`config.mk`:
```
export PLATFORM = sky130hd
export DESIGN_NAME = smb_regbank
export DESIGN_NICKNAME = d
export VERILOG_FILES = /design/src/rtl/smb_pkg.sv /design/src/rtl/smb_line_sync.sv /design/src/rtl/smb_regfile.sv /design/src/rtl/smb_regbank.sv
export SDC_FILE = /design/constraint.sdc
export NUM_CORES = 1
export LEC_CHECK = 0
export BUFFER_PORTS_ARGS = -buffer_cell sky130_fd_sc_hd__buf_4
export CAP_MARGIN = 20
export CORE_AREA = 10 10 198 200
export DETAILED_ROUTE_END_ITERATION = 10
export DIE_AREA = 0 0 208 210
export PLACE_DENSITY = 0.57
export SLEW_MARGIN = 20
export SYNTH_ARGS = -nofsm -noshare
export SYNTH_HDL_FRONTEND = slang
export SYNTH_SLANG_ARGS = --single-unit
```
`constraint.sdc`:
```
create_clock -name clk -period 3.35 [get_ports clk]
set_clock_uncertainty 0.1 [all_clocks]
set_input_delay 0.1675 -clock clk [delete_from_list [all_inputs] [get_ports clk]]
set_output_delay 0.1675 -clock clk [all_outputs]
set_load 0.01 [all_outputs]
```
`src/rtl/smb_pkg.sv`:
```
package smb_pkg;

    localparam int DW      = 8;
    localparam int REG_VID = 7;
    localparam int REG_CNT = 8;
    localparam int REG_WDT = 9;

    typedef enum logic [2:0] {
        ST_IDLE, ST_RX, ST_RXACK, ST_TX, ST_TXACK, ST_IGNORE
    } st_e;

    typedef enum logic [1:0] {
        PH_ADDR, PH_INDEX, PH_COUNT, PH_DATA
    } ph_e;

    typedef struct packed {
        st_e        st;
        ph_e        ph;
        logic [3:0] cnt;
        logic [7:0] sh;
        logic [7:0] ptr;
        logic [7:0] left;
        logic       rd;
        logic       oe;
    } ctl_t;

    function automatic logic [DW-1:0] reset_value(int idx);
        case (idx)
            0:       return 8'h40;
            1:       return 8'hFE;
            2:       return 8'hFF;
            3:       return 8'h7F;
            4:       return 8'h0F;
            6:       return 8'hFF;
            REG_CNT: return 8'h0F;
            REG_WDT: return 8'h07;
            default: return 8'h00;
        endcase
    endfunction

    function automatic logic [DW-1:0] ro_mask(int idx);
        case (idx)
            REG_VID: return 8'h0F;
            REG_WDT: return 8'h30;
            default: return 8'h00;
        endcase
    endfunction

endpackage

```
`src/rtl/smb_line_sync.sv`:
```
module smb_line_sync #(
    parameter int STAGES = 2
) (
    input  logic clk,
    input  logic rst_n,
    input  logic scl_i,
    input  logic sda_i,
    output logic scl_s,
    output logic sda_s,
    output logic scl_rise,
    output logic scl_fall,
    output logic start_ev,
    output logic stop_ev
);
    logic [STAGES-1:0] scl_ff, sda_ff;
    logic              scl_p, sda_p;

    always_ff @(posedge clk or negedge rst_n) begin
        if (!rst_n) begin
            scl_ff <= '1;
            sda_ff <= '1;
            scl_p  <= 1'b1;
            sda_p  <= 1'b1;
        end else begin
            scl_ff <= {scl_ff[STAGES-2:0], scl_i};
            sda_ff <= {sda_ff[STAGES-2:0], sda_i};
            scl_p  <= scl_ff[STAGES-1];
            sda_p  <= sda_ff[STAGES-1];
        end
    end

    assign scl_s    = scl_ff[STAGES-1];
    assign sda_s    = sda_ff[STAGES-1];
    assign scl_rise = scl_s & ~scl_p;
    assign scl_fall = ~scl_s & scl_p;
    assign start_ev = scl_s & scl_p & sda_p & ~sda_s;
    assign stop_ev  = scl_s & scl_p & ~sda_p & sda_s;
endmodule

```
`src/rtl/smb_regfile.sv`:
```
module smb_regfile
    import smb_pkg::*;
#(
    parameter int NREG = 20
) (
    input  logic               clk,
    input  logic               rst_n,
    input  logic               wr_en,
    input  logic [7:0]         wr_idx,
    input  logic [DW-1:0]      wr_data,
    input  logic [7:0]         rd_idx,
    input  logic [3:0]         vendor_id_i,
    input  logic [1:0]         alarm_i,
    output logic [DW-1:0]      rd_data,
    output logic [NREG*DW-1:0] cfg_o
);
    logic [DW-1:0] view [NREG];

    for (genvar i = 0; i < NREG; i++) begin : g_reg
        localparam logic [DW-1:0] RV = reset_value(i);
        localparam logic [DW-1:0] RO = ro_mask(i);
        logic [DW-1:0] q;
        logic [DW-1:0] ro_v;

        always_ff @(posedge clk or negedge rst_n) begin
            if (!rst_n)                            q <= RV & ~RO;
            else if (wr_en && wr_idx == 8'(i))     q <= wr_data & ~RO;
        end

        if (i == REG_VID) begin : g_vid
            assign ro_v = {4'h0, vendor_id_i};
        end else if (i == REG_WDT) begin : g_alarm
            assign ro_v = {2'b00, alarm_i, 4'h0};
        end else begin : g_none
            assign ro_v = '0;
        end

        assign view[i]            = q | ro_v;
        assign cfg_o[i*DW +: DW]  = view[i];
    end

    always_comb begin
        rd_data = '0;
        for (int i = 0; i < NREG; i++) begin
            if (rd_idx == 8'(i)) rd_data = view[i];
        end
    end
endmodule

```
`src/rtl/smb_regbank.sv`:
```
module smb_regbank
    import smb_pkg::*;
#(
    parameter int         NREG        = 20,
    parameter int         SYNC_STAGES = 2,
    parameter logic [6:0] SLV_ADDR    = 7'h69
) (
    input  logic               clk,
    input  logic               rst_n,
    input  logic               scl_i,
    input  logic               sda_i,
    output logic               sda_oe_o,
    input  logic [3:0]         vendor_id_i,
    input  logic [1:0]         alarm_i,
    output logic [NREG*DW-1:0] cfg_o
);
    localparam logic [7:0] NREG_B = 8'(NREG);

    logic          scl_s, sda_s, scl_rise, scl_fall, start_ev, stop_ev;
    logic          wr_en;
    logic [7:0]    wr_idx;
    logic [DW-1:0] wr_data, rd_data, cnt_reg;
    ctl_t          ctl_d, ctl_q;

    smb_line_sync #(.STAGES(SYNC_STAGES)) u_sync (
        .clk(clk), .rst_n(rst_n), .scl_i(scl_i), .sda_i(sda_i),
        .scl_s(scl_s), .sda_s(sda_s), .scl_rise(scl_rise), .scl_fall(scl_fall),
        .start_ev(start_ev), .stop_ev(stop_ev)
    );

    smb_regfile #(.NREG(NREG)) u_regs (
        .clk(clk), .rst_n(rst_n), .wr_en(wr_en), .wr_idx(wr_idx),
        .wr_data(wr_data), .rd_idx(ctl_q.ptr), .vendor_id_i(vendor_id_i),
        .alarm_i(alarm_i), .rd_data(rd_data), .cfg_o(cfg_o)
    );

    assign cnt_reg = cfg_o[REG_CNT*DW +: DW];

    always_comb begin
        ctl_d   = ctl_q;
        wr_en   = 1'b0;
        wr_idx  = ctl_q.ptr;
        wr_data = ctl_q.sh;
        if (stop_ev) begin
            ctl_d.st = ST_IDLE;
            ctl_d.oe = 1'b0;
        end else if (start_ev) begin
            ctl_d.st  = ST_RX;
            ctl_d.ph  = PH_ADDR;
            ctl_d.cnt = 4'd0;
            ctl_d.oe  = 1'b0;
        end else begin
            case (ctl_q.st)
                ST_RX: begin
                    if (scl_rise && ctl_q.cnt != 4'd8) begin
                        ctl_d.sh  = {ctl_q.sh[6:0], sda_s};
                        ctl_d.cnt = ctl_q.cnt + 4'd1;
                    end else if (scl_fall && ctl_q.cnt == 4'd8) begin
                        ctl_d.cnt = 4'd0;
                        ctl_d.st  = ST_RXACK;
                        ctl_d.oe  = 1'b1;
                        case (ctl_q.ph)
                            PH_ADDR: begin
                                if (ctl_q.sh[7:1] == SLV_ADDR) begin
                                    ctl_d.rd = ctl_q.sh[0];
                                    ctl_d.ph = PH_INDEX;
                                end else begin
                                    ctl_d.st = ST_IGNORE;
                                    ctl_d.oe = 1'b0;
                                end
                            end
                            PH_INDEX: begin
                                ctl_d.ptr = ctl_q.sh;
                                ctl_d.ph  = PH_COUNT;
                            end
                            PH_COUNT: begin
                                ctl_d.left = ctl_q.sh;
                                ctl_d.ph   = PH_DATA;
                            end
                            default: begin
                                if (ctl_q.left != 8'd0) begin
                                    wr_en      = (ctl_q.ptr < NREG_B);
                                    ctl_d.ptr  = ctl_q.ptr + 8'd1;
                                    ctl_d.left = ctl_q.left - 8'd1;
                                end
                            end
                        endcase
                    end
                end
                ST_RXACK: begin
                    if (scl_fall) begin
                        ctl_d.cnt = 4'd0;
                        if (ctl_q.rd && ctl_q.ph == PH_INDEX) begin
                            ctl_d.st = ST_TX;
                            ctl_d.ph = PH_DATA;
                            ctl_d.sh = cnt_reg;
                            ctl_d.oe = ~cnt_reg[7];
                        end else begin
                            ctl_d.st = ST_RX;
                            ctl_d.oe = 1'b0;
                        end
                    end
                end
                ST_TX: begin
                    if (scl_fall) begin
                        if (ctl_q.cnt == 4'd7) begin
                            ctl_d.st = ST_TXACK;
                            ctl_d.oe = 1'b0;
                        end else begin
                            ctl_d.sh  = {ctl_q.sh[6:0], 1'b0};
                            ctl_d.oe  = ~ctl_q.sh[6];
                            ctl_d.cnt = ctl_q.cnt + 4'd1;
                        end
                    end
                end
                ST_TXACK: begin
                    if (scl_rise && sda_s) begin
                        ctl_d.st = ST_IGNORE;
                    end else if (scl_fall) begin
                        ctl_d.st  = ST_TX;
                        ctl_d.cnt = 4'd0;
                        ctl_d.sh  = rd_data;
                        ctl_d.oe  = ~rd_data[7];
                        ctl_d.ptr = ctl_q.ptr + 8'd1;
                    end
                end
                default: ;
            endcase
        end
    end

    always_ff @(posedge clk or negedge rst_n) begin
        if (!rst_n) begin
            ctl_q <= '{st: ST_IDLE, ph: PH_ADDR, cnt: 4'd0, sh: 8'd0,
                       ptr: 8'd0, left: 8'd0, rd: 1'b0, oe: 1'b0};
        end else begin
            ctl_q <= ctl_d;
        end
    end

    assign sda_oe_o = ctl_q.oe;
endmodule

```
# Word level (Yosys, flattened, before mapping)
# Index checks and enable logic that the tools add are counted.
dict set report word_totals {
  wordCells 229
  output_inout_bits 161
  reg_bits 195
}
dict set report classes {
  n_lt_le_gt_ge 1
  muxes 70
  reduce_logical 44
  n_eq_ne 59
  add_sub_neg 3
  bitwise 20
}
# operator count
set op_table {}
lappend op_table {{8-bit two-way mux} 22}
lappend op_table {{8-bit by 4-bit == test with 1-bit output, second input constant} 8}
lappend op_table {{12-bit case mux with 4 select lines} 1}
lappend op_table {{8-bit case mux with 2 select lines} 3}
lappend op_table {{20-bit two-way mux} 2}
lappend op_table {{4-bit inequality test, second input constant} 10}
lappend op_table {{18-bit two-way mux} 2}
lappend op_table {{8-bit by 3-bit == test with 1-bit output, second input constant} 4}
lappend op_table {{8-bit by 5-bit == test with 1-bit output, second input constant} 4}
lappend op_table {{7-bit AND reduction} 4}
lappend op_table {{3-bit inequality test, second input constant} 9}
lappend op_table {{1-bit logical AND} 24}
lappend op_table {{12-bit two-way mux} 2}
lappend op_table {{3-bit two-way mux} 7}
lappend op_table {{2-bit inequality test, second input constant} 10}
lappend op_table {{9-bit two-way mux} 2}
lappend op_table {{1-bit two-way mux} 17}
lappend op_table {{17-bit two-way mux} 1}
lappend op_table {{8-bit by 2-bit == test with 1-bit output, second input constant} 2}
lappend op_table {{16-bit two-way mux} 1}
lappend op_table {{8-bit AND reduction} 2}
lappend op_table {{3-bit case mux with 4 select lines} 1}
lappend op_table {{1-bit NOT} 11}
lappend op_table {{10-bit AND reduction} 1}
lappend op_table {{other kinds (35)} 47}

# Depth between registers and ports, before layout
dict set report depth {
  depth_word 27
  depth_mapped 12
}

# Modules after synthesis
# A second synthesis with hierarchy kept.
dict set report hier_totals {
  cells_unflattened 976
  area_unflattened_um2 10757.8
}
# module seq_area_each_um2 n_inst cells_per_inst area_per_inst_um2
set by_module_without_submodules {}
lappend by_module_without_submodules {smb_regfile 3906.2 1 667 7917.6}
lappend by_module_without_submodules {smb_regbank 875.8 1 299 2650.0}
lappend by_module_without_submodules {smb_line_sync 157.7 1 10 190.2}

# Least setup slack after synthesis
# Ideal clock, no wire load.
dict set report synth_path {
  path_kind {reg-to-reg}
  start {register ctl_q, in the netlist wr_idx[0]}
  end {register ctl_q, in the netlist sda_oe_o}
  required_ps 3143
  path_buffers 3
  slack_ps 803
  period_less_slack_ps 2547
  path_stages_with_launch 11
  arrival_time_ps 2340
  cell_sequence {dfrtp_1 > inv_1 > ha_1 > clkbuf_1 > clkbuf_1 > buf_2 > nand3_1 > o221ai_1 > o22ai_1 > o21ba_2 > a2111oi_4}
}
dict set report synth_via {
  elab_chain_cells 27
  elab_cells_between_ends 46
  classes_between {19 x eq/ne; 25 x mux; 1 x bitwise; 1 x reduce/logical}
}
# element line_no
set synth_rtl {}
lappend synth_rtl {{start, declared} smb_regbank.sv:23} ;# ctl_t ctl_d, ctl_q;
lappend synth_rtl {{start signal, assigned} smb_regbank.sv:134} ;# ctl_q <= '{st: ST_IDLE, ph: PH_ADDR, cnt: 4'd0, sh: 8'd0,
lappend synth_rtl {{start signal, assigned} smb_regbank.sv:137} ;# ctl_q <= ctl_d;
lappend synth_rtl {{8-bit logical NOT} smb_regfile.sv:45} ;# if (rd_idx == 8'(i)) rd_data = view[i];
lappend synth_rtl {{8-bit two-way mux (19 in series)} smb_regfile.sv:45}
lappend synth_rtl {{8-bit two-way mux (*)} smb_regfile.sv:45}
lappend synth_rtl {{1-bit NOT (*)} smb_regbank.sv:123} ;# ctl_d.oe = ~rd_data[7];
lappend synth_rtl {{1-bit two-way mux (*)} smb_regbank.sv:119} ;# end else if (scl_fall) begin
lappend synth_rtl {{1-bit two-way mux (*)} smb_regbank.sv:117} ;# if (scl_rise && sda_s) begin
lappend synth_rtl {{1-bit case mux with 4 select lines (*)} smb_regbank.sv:53} ;# case (ctl_q.st)
lappend synth_rtl {{1-bit two-way mux (*)} smb_regbank.sv:47} ;# end else if (start_ev) begin
lappend synth_rtl {{1-bit two-way mux (*)} smb_regbank.sv:44} ;# if (stop_ev) begin
# Mark *: on every way between the ends. The rest lies on a longest branch, timed or not. The select of a mux whose other input is x is not followed.
# A chain may end at the register's enable or synchronous reset.

# Worst setup path in the final report
dict set report layout_path {
  start {register ctl_q[26] in the netlist's numbering}
  end {register u_regs.g_reg[9].q[6]}
}
dict set report layout_via {
  elab_chain_cells 8
  elab_cells_between_ends 10
  classes_between {2 x eq/ne; 5 x mux; 3 x reduce/logical}
}
# element line_no
set layout_rtl {}
lappend layout_rtl {{4-bit == test} smb_regbank.sv:58} ;# end else if (scl_fall && ctl_q.cnt == 4'd8) begin
lappend layout_rtl {{1-bit logical AND} smb_regbank.sv:58}
lappend layout_rtl {{1-bit two-way mux} smb_regbank.sv:58}
lappend layout_rtl {{1-bit two-way mux (*)} smb_regbank.sv:55} ;# if (scl_rise && ctl_q.cnt != 4'd8) begin
lappend layout_rtl {{1-bit two-way mux (*)} smb_regbank.sv:53}
lappend layout_rtl {{1-bit two-way mux (*)} smb_regbank.sv:47}
lappend layout_rtl {{1-bit two-way mux (*)} smb_regbank.sv:44}
lappend layout_rtl {{1-bit logical AND (*)} smb_regfile.sv:27} ;# else if (wr_en && wr_idx == 8'(i)) q <= wr_data & ~RO;
lappend layout_rtl {{end signal, assigned} smb_regfile.sv:26} ;# if (!rst_n) q <= RV & ~RO;
lappend layout_rtl {{end signal, assigned} smb_regfile.sv:27}
lappend layout_rtl {{end, declared} smb_regfile.sv:22} ;# logic [DW-1:0] q;
# Mark *: on every way between the ends. The rest lies on a longest branch, timed or not.

==> flow_summary_export.csv <==
group,metric,value,unit
outcome,status,"finished, final reports clean",
logic_synthesis,synth-seq-area-share,47.2,%
hold_path,hp-class,"input pin to async pin",
route,viasPerCell,5.54,
global_route,grt_remaining_overflow,0,
logic_synthesis,yosysWarnings,0,
clocking,ctsLongestPathBuffers,2,
place,port_buffers,170,
global_route,antenna_found_initial,0,
global_route,grt_first_pass_wirelength,61900,um
finish,antenna_cells,0,
logic_synthesis,ys_async_sr_fraction,100,%
clocking,root_buffer,"clkbuf_16",
clocking,post_cts.repair.setup_buffers,0,
setup_path,worst_ep_required_time,3.58,ns
finish,drive_gt1_share,40.5,%
logic_synthesis,netlist_instances,1009,
sta,timing.fmax,323,MHz
logic_synthesis,synth_compound_area_share,16.3,%
logic_synthesis,synth-xor-area-share,0.0836,%
setup_path,crit_type,"register to register",
setup_path,crit_path_cell_trace,"inv_1 -> ha_1 -> nand3b_1 -> nor2_1 -> nand2_1 -> or3_1 -> buf_4 -> nor2_1 -> buf_4 -> mux2_2",
sta,maxSlewViolCount,0,
setup_path,path_max_fanout,6,
clocking,cts.sinks,195,
logic_synthesis,synth.distinct_cells,73,
power,power_density,448,nW/um2
die,die_h,210,um
finish,area_delta_synth_final,24.9,%
clocking,cts_buffers,17,
logic_synthesis,synth_mux_area_share,16.8,%
place,dp_hpwl,30000,um
setup_path,cp_slowest_stage_delay,0.54,ns
setup_path,slowest_stage,"or3_1",
route,num_vias,9167,
global_route,grt_max_degree,68,
route,drc_errors,0,
sta,relSlewSlack,37.9,%
route,wire_per_inst,24.5,um
sta,fin_tns_setup,0,ns
sta,setup_viol,0,
power,p_leak,0.00604,uW
logic_synthesis,synth_fa_ha_area_share,1.31,%
clocking,cts_tree,"built",
clocking,cts.clk_slew.worst_paths,0.08,ns
setup_path,crit_family,"simple AND/OR/NAND/NOR gates",
setup_path,end_kind,"register",
finish,final_area,13100,um2
setup_path,worst-r2r-setup-slack,0.25,ns
sta,whs,0.170,ns
power,vdd_drop_max,0.325,mV
die,rows,69,
sta,period_needed,3.10,ns
logic_synthesis,synthFlopType,"dfrtp_1",
logic_synthesis,syn_area_per_cell,10.4,um2
die,start_util,29.7,%
clocking,htreeDepth,4,
global_route,grt_pass1_vias,9293,
route,antenna_left,0,
setup_path,cp.buffers_inverters,3,
setup_path,start_kind,"register",
logic_synthesis,synth_area,10500,um2
finish,final_net_count,1201,
finish,instances_no_fill,1654,
die,dieArea,43700,um2
logic_synthesis,synth.top_cell.area_share,35.1,%
place,place_congestion,0.911,
sta,hold_violations,0,
logic_synthesis,yosys.area_share.simple,14.4,%
sta,period_share,92.4,%
route,dr.pass1.iters,5,
route,routed_wl,40600,um
logic_synthesis,synth_top_family_by_area,"multiplexers",
logic_synthesis,ys_top_cells_by_area,"dfrtp_1, mux2_2, dfstp_2",
flow_run,cap_violations,0,
die,io_pins,171,
route,drtIter0Drc,907,
logic_synthesis,yosys.area.top_type,"dfrtp_1",
logic_synthesis,synth_nets,1030,
die,die_w,208,um
sta,rsz0062_at_grt,"no",
place,post_dp_cell_area,12400,um2
sta,worst_slew_pin_slew,0.929,ns
setup_path,worstPathArrival,3.33,ns
die,core,35200,um2
clocking,clock_latency,0.45,ns
logic_synthesis,ys_ff_latch,195,
place,dp.cells,1619,
global_route,grtUsageTotal,18.1,%
logic_synthesis,synth_edf_count,0,
[registers in the layout (all words and copies together), names as in the netlist]
name,cells
sda_oe_o,1
wr_idx,8
u_sync.scl_ff,2
ctl_q,18
u_sync.sda_p,1
u_sync.sda_ff,2
wr_data,8
u_sync.scl_p,1
u_regs.g.q,154
[where the power goes]
part           total (uW)  internal (uW)  switching [uW]
sequential           2510           2430            88.9
combinational        1130            307             820
clock                2220           1200            1020
[area by class of cell]
| cell class | count | area, um2 |
|---|---|---|
| fill | 3596 | 22100 |
| inverter | 16 | 60.1 |
| clock buffer | 17 | 425 |
| multi-input combinational | 723 | 5140 |
| tap | 461 | 577 |
| sequential | 195 | 4940 |
| clock inverter | 15 | 199 |
| timing repair buffer | 227 | 1740 |
[metrics by stage]
| step | total power, uW | worst slack, ns | utilization, % |
|---|---|---|---|
| finish | 5860 | 0.253 | 37.1 |
| global route | 6060 | 0.0856 | 37.1 |
| CTS | 5870 | 0.0590 | 37.1 |
| detailed placement | 3660 | 0.0688 | 35.3 |
| global placement | 3650 | -0.306 | 35.3 |
| floorplan | 3140 | 0.803 | - |
[logic make-up after synthesis]
kind of cell,count (synthesis)
mux,157
compound gates,258
xor+xnor,1
simple gates,296
fa+ha+maj,11
flops,195
buf+inv,91
[per-layer routing]
metal	wire length, um	GRT usage (%)	part of all wire (%)	up-vias
met2	19400	29.6	48	361
li1	-	-	-	4080
met4	869	5.45	2.1	0
met5	0	0	0	-
met3	2390	3.37	5.9	53
met1	18000	23.9	44	4673
[Yosys cell counts, drive strengths merged, types with 19 or more instances]
| master | number |
|---|---|
| o22ai | 20 |
| clkbuf | 52 |
| nand3 | 35 |
| dfstp | 48 |
| nand2 | 71 |
| nor2b | 19 |
| mux2 | 153 |
| o21ai | 76 |
| nor3 | 27 |
| a21oi | 50 |
| dfrtp | 147 |
| buf | 23 |
| nor2 | 85 |
[cell usage in the layout (no fill, tap or decap), types with 4 or more instances in the layout]
master and count:
nor3_1 23, a32oi_1 4, o21ai_0 76, nor4_1 4
and2_1 6, or3_1 6, dfrtp_1 147, buf_4 221
mux2i_1 4, nand3_1 35, and3b_1 4, nand2_1 71
a22oi_1 11, nor3b_1 6, o2111ai_1 5, and3_1 12
a21oi_1 50, o22a_1 4, nor2_2 11, o211ai_1 12
mux2_2 151, a221o_1 5, a211oi_1 7, inv_1 16
clkinv_4 4, dfstp_2 48, a221oi_1 18, ha_1 11
nor2_1 73, o31ai_1 9, o22ai_1 20, a31oi_1 7
clkbuf_16 17, nor2b_1 18, nand2b_1 7
[worst register-to-register path, delay by kind of cell (launching register included)]
kind / cells / cell delay (ns)
mux: 1 / 0.33
buf+inv: 3 / 0.57
simple gates: 5 / 1.41
flops: 1 / 0.40
fa+ha+maj: 1 / 0.17
[repair_timing]
item                       in CTS  in global routing
hold endpoints to repair       50                  0
gates resized for setup         0                  1
hold buffers                    3                  0
setup endpoints to repair       0                  1
[worst paths after layout]
| check | start | end | depth (start not counted) |
|---|---|---|---|
| hold reg to reg | u_sync.sda_ff[0] | u_sync.sda_ff[1] | 0 |
| hold / removal | rst_n | u_regs.g_reg[5].q[4] | 2 |
| setup / recovery | ctl_q[26] | u_regs.g_reg[9].q[6] | 10 |
| setup reg to reg | ctl_q[26] | u_regs.g_reg[9].q[6] | 10 |
| min in group clk | u_sync.sda_ff[0] | u_sync.sda_ff[1] | 0 |
| max in group asynchronous | rst_n | u_regs.g_reg[9].q[1] | 3 |
No activity file was read; power rests on OpenSTA's default activity.
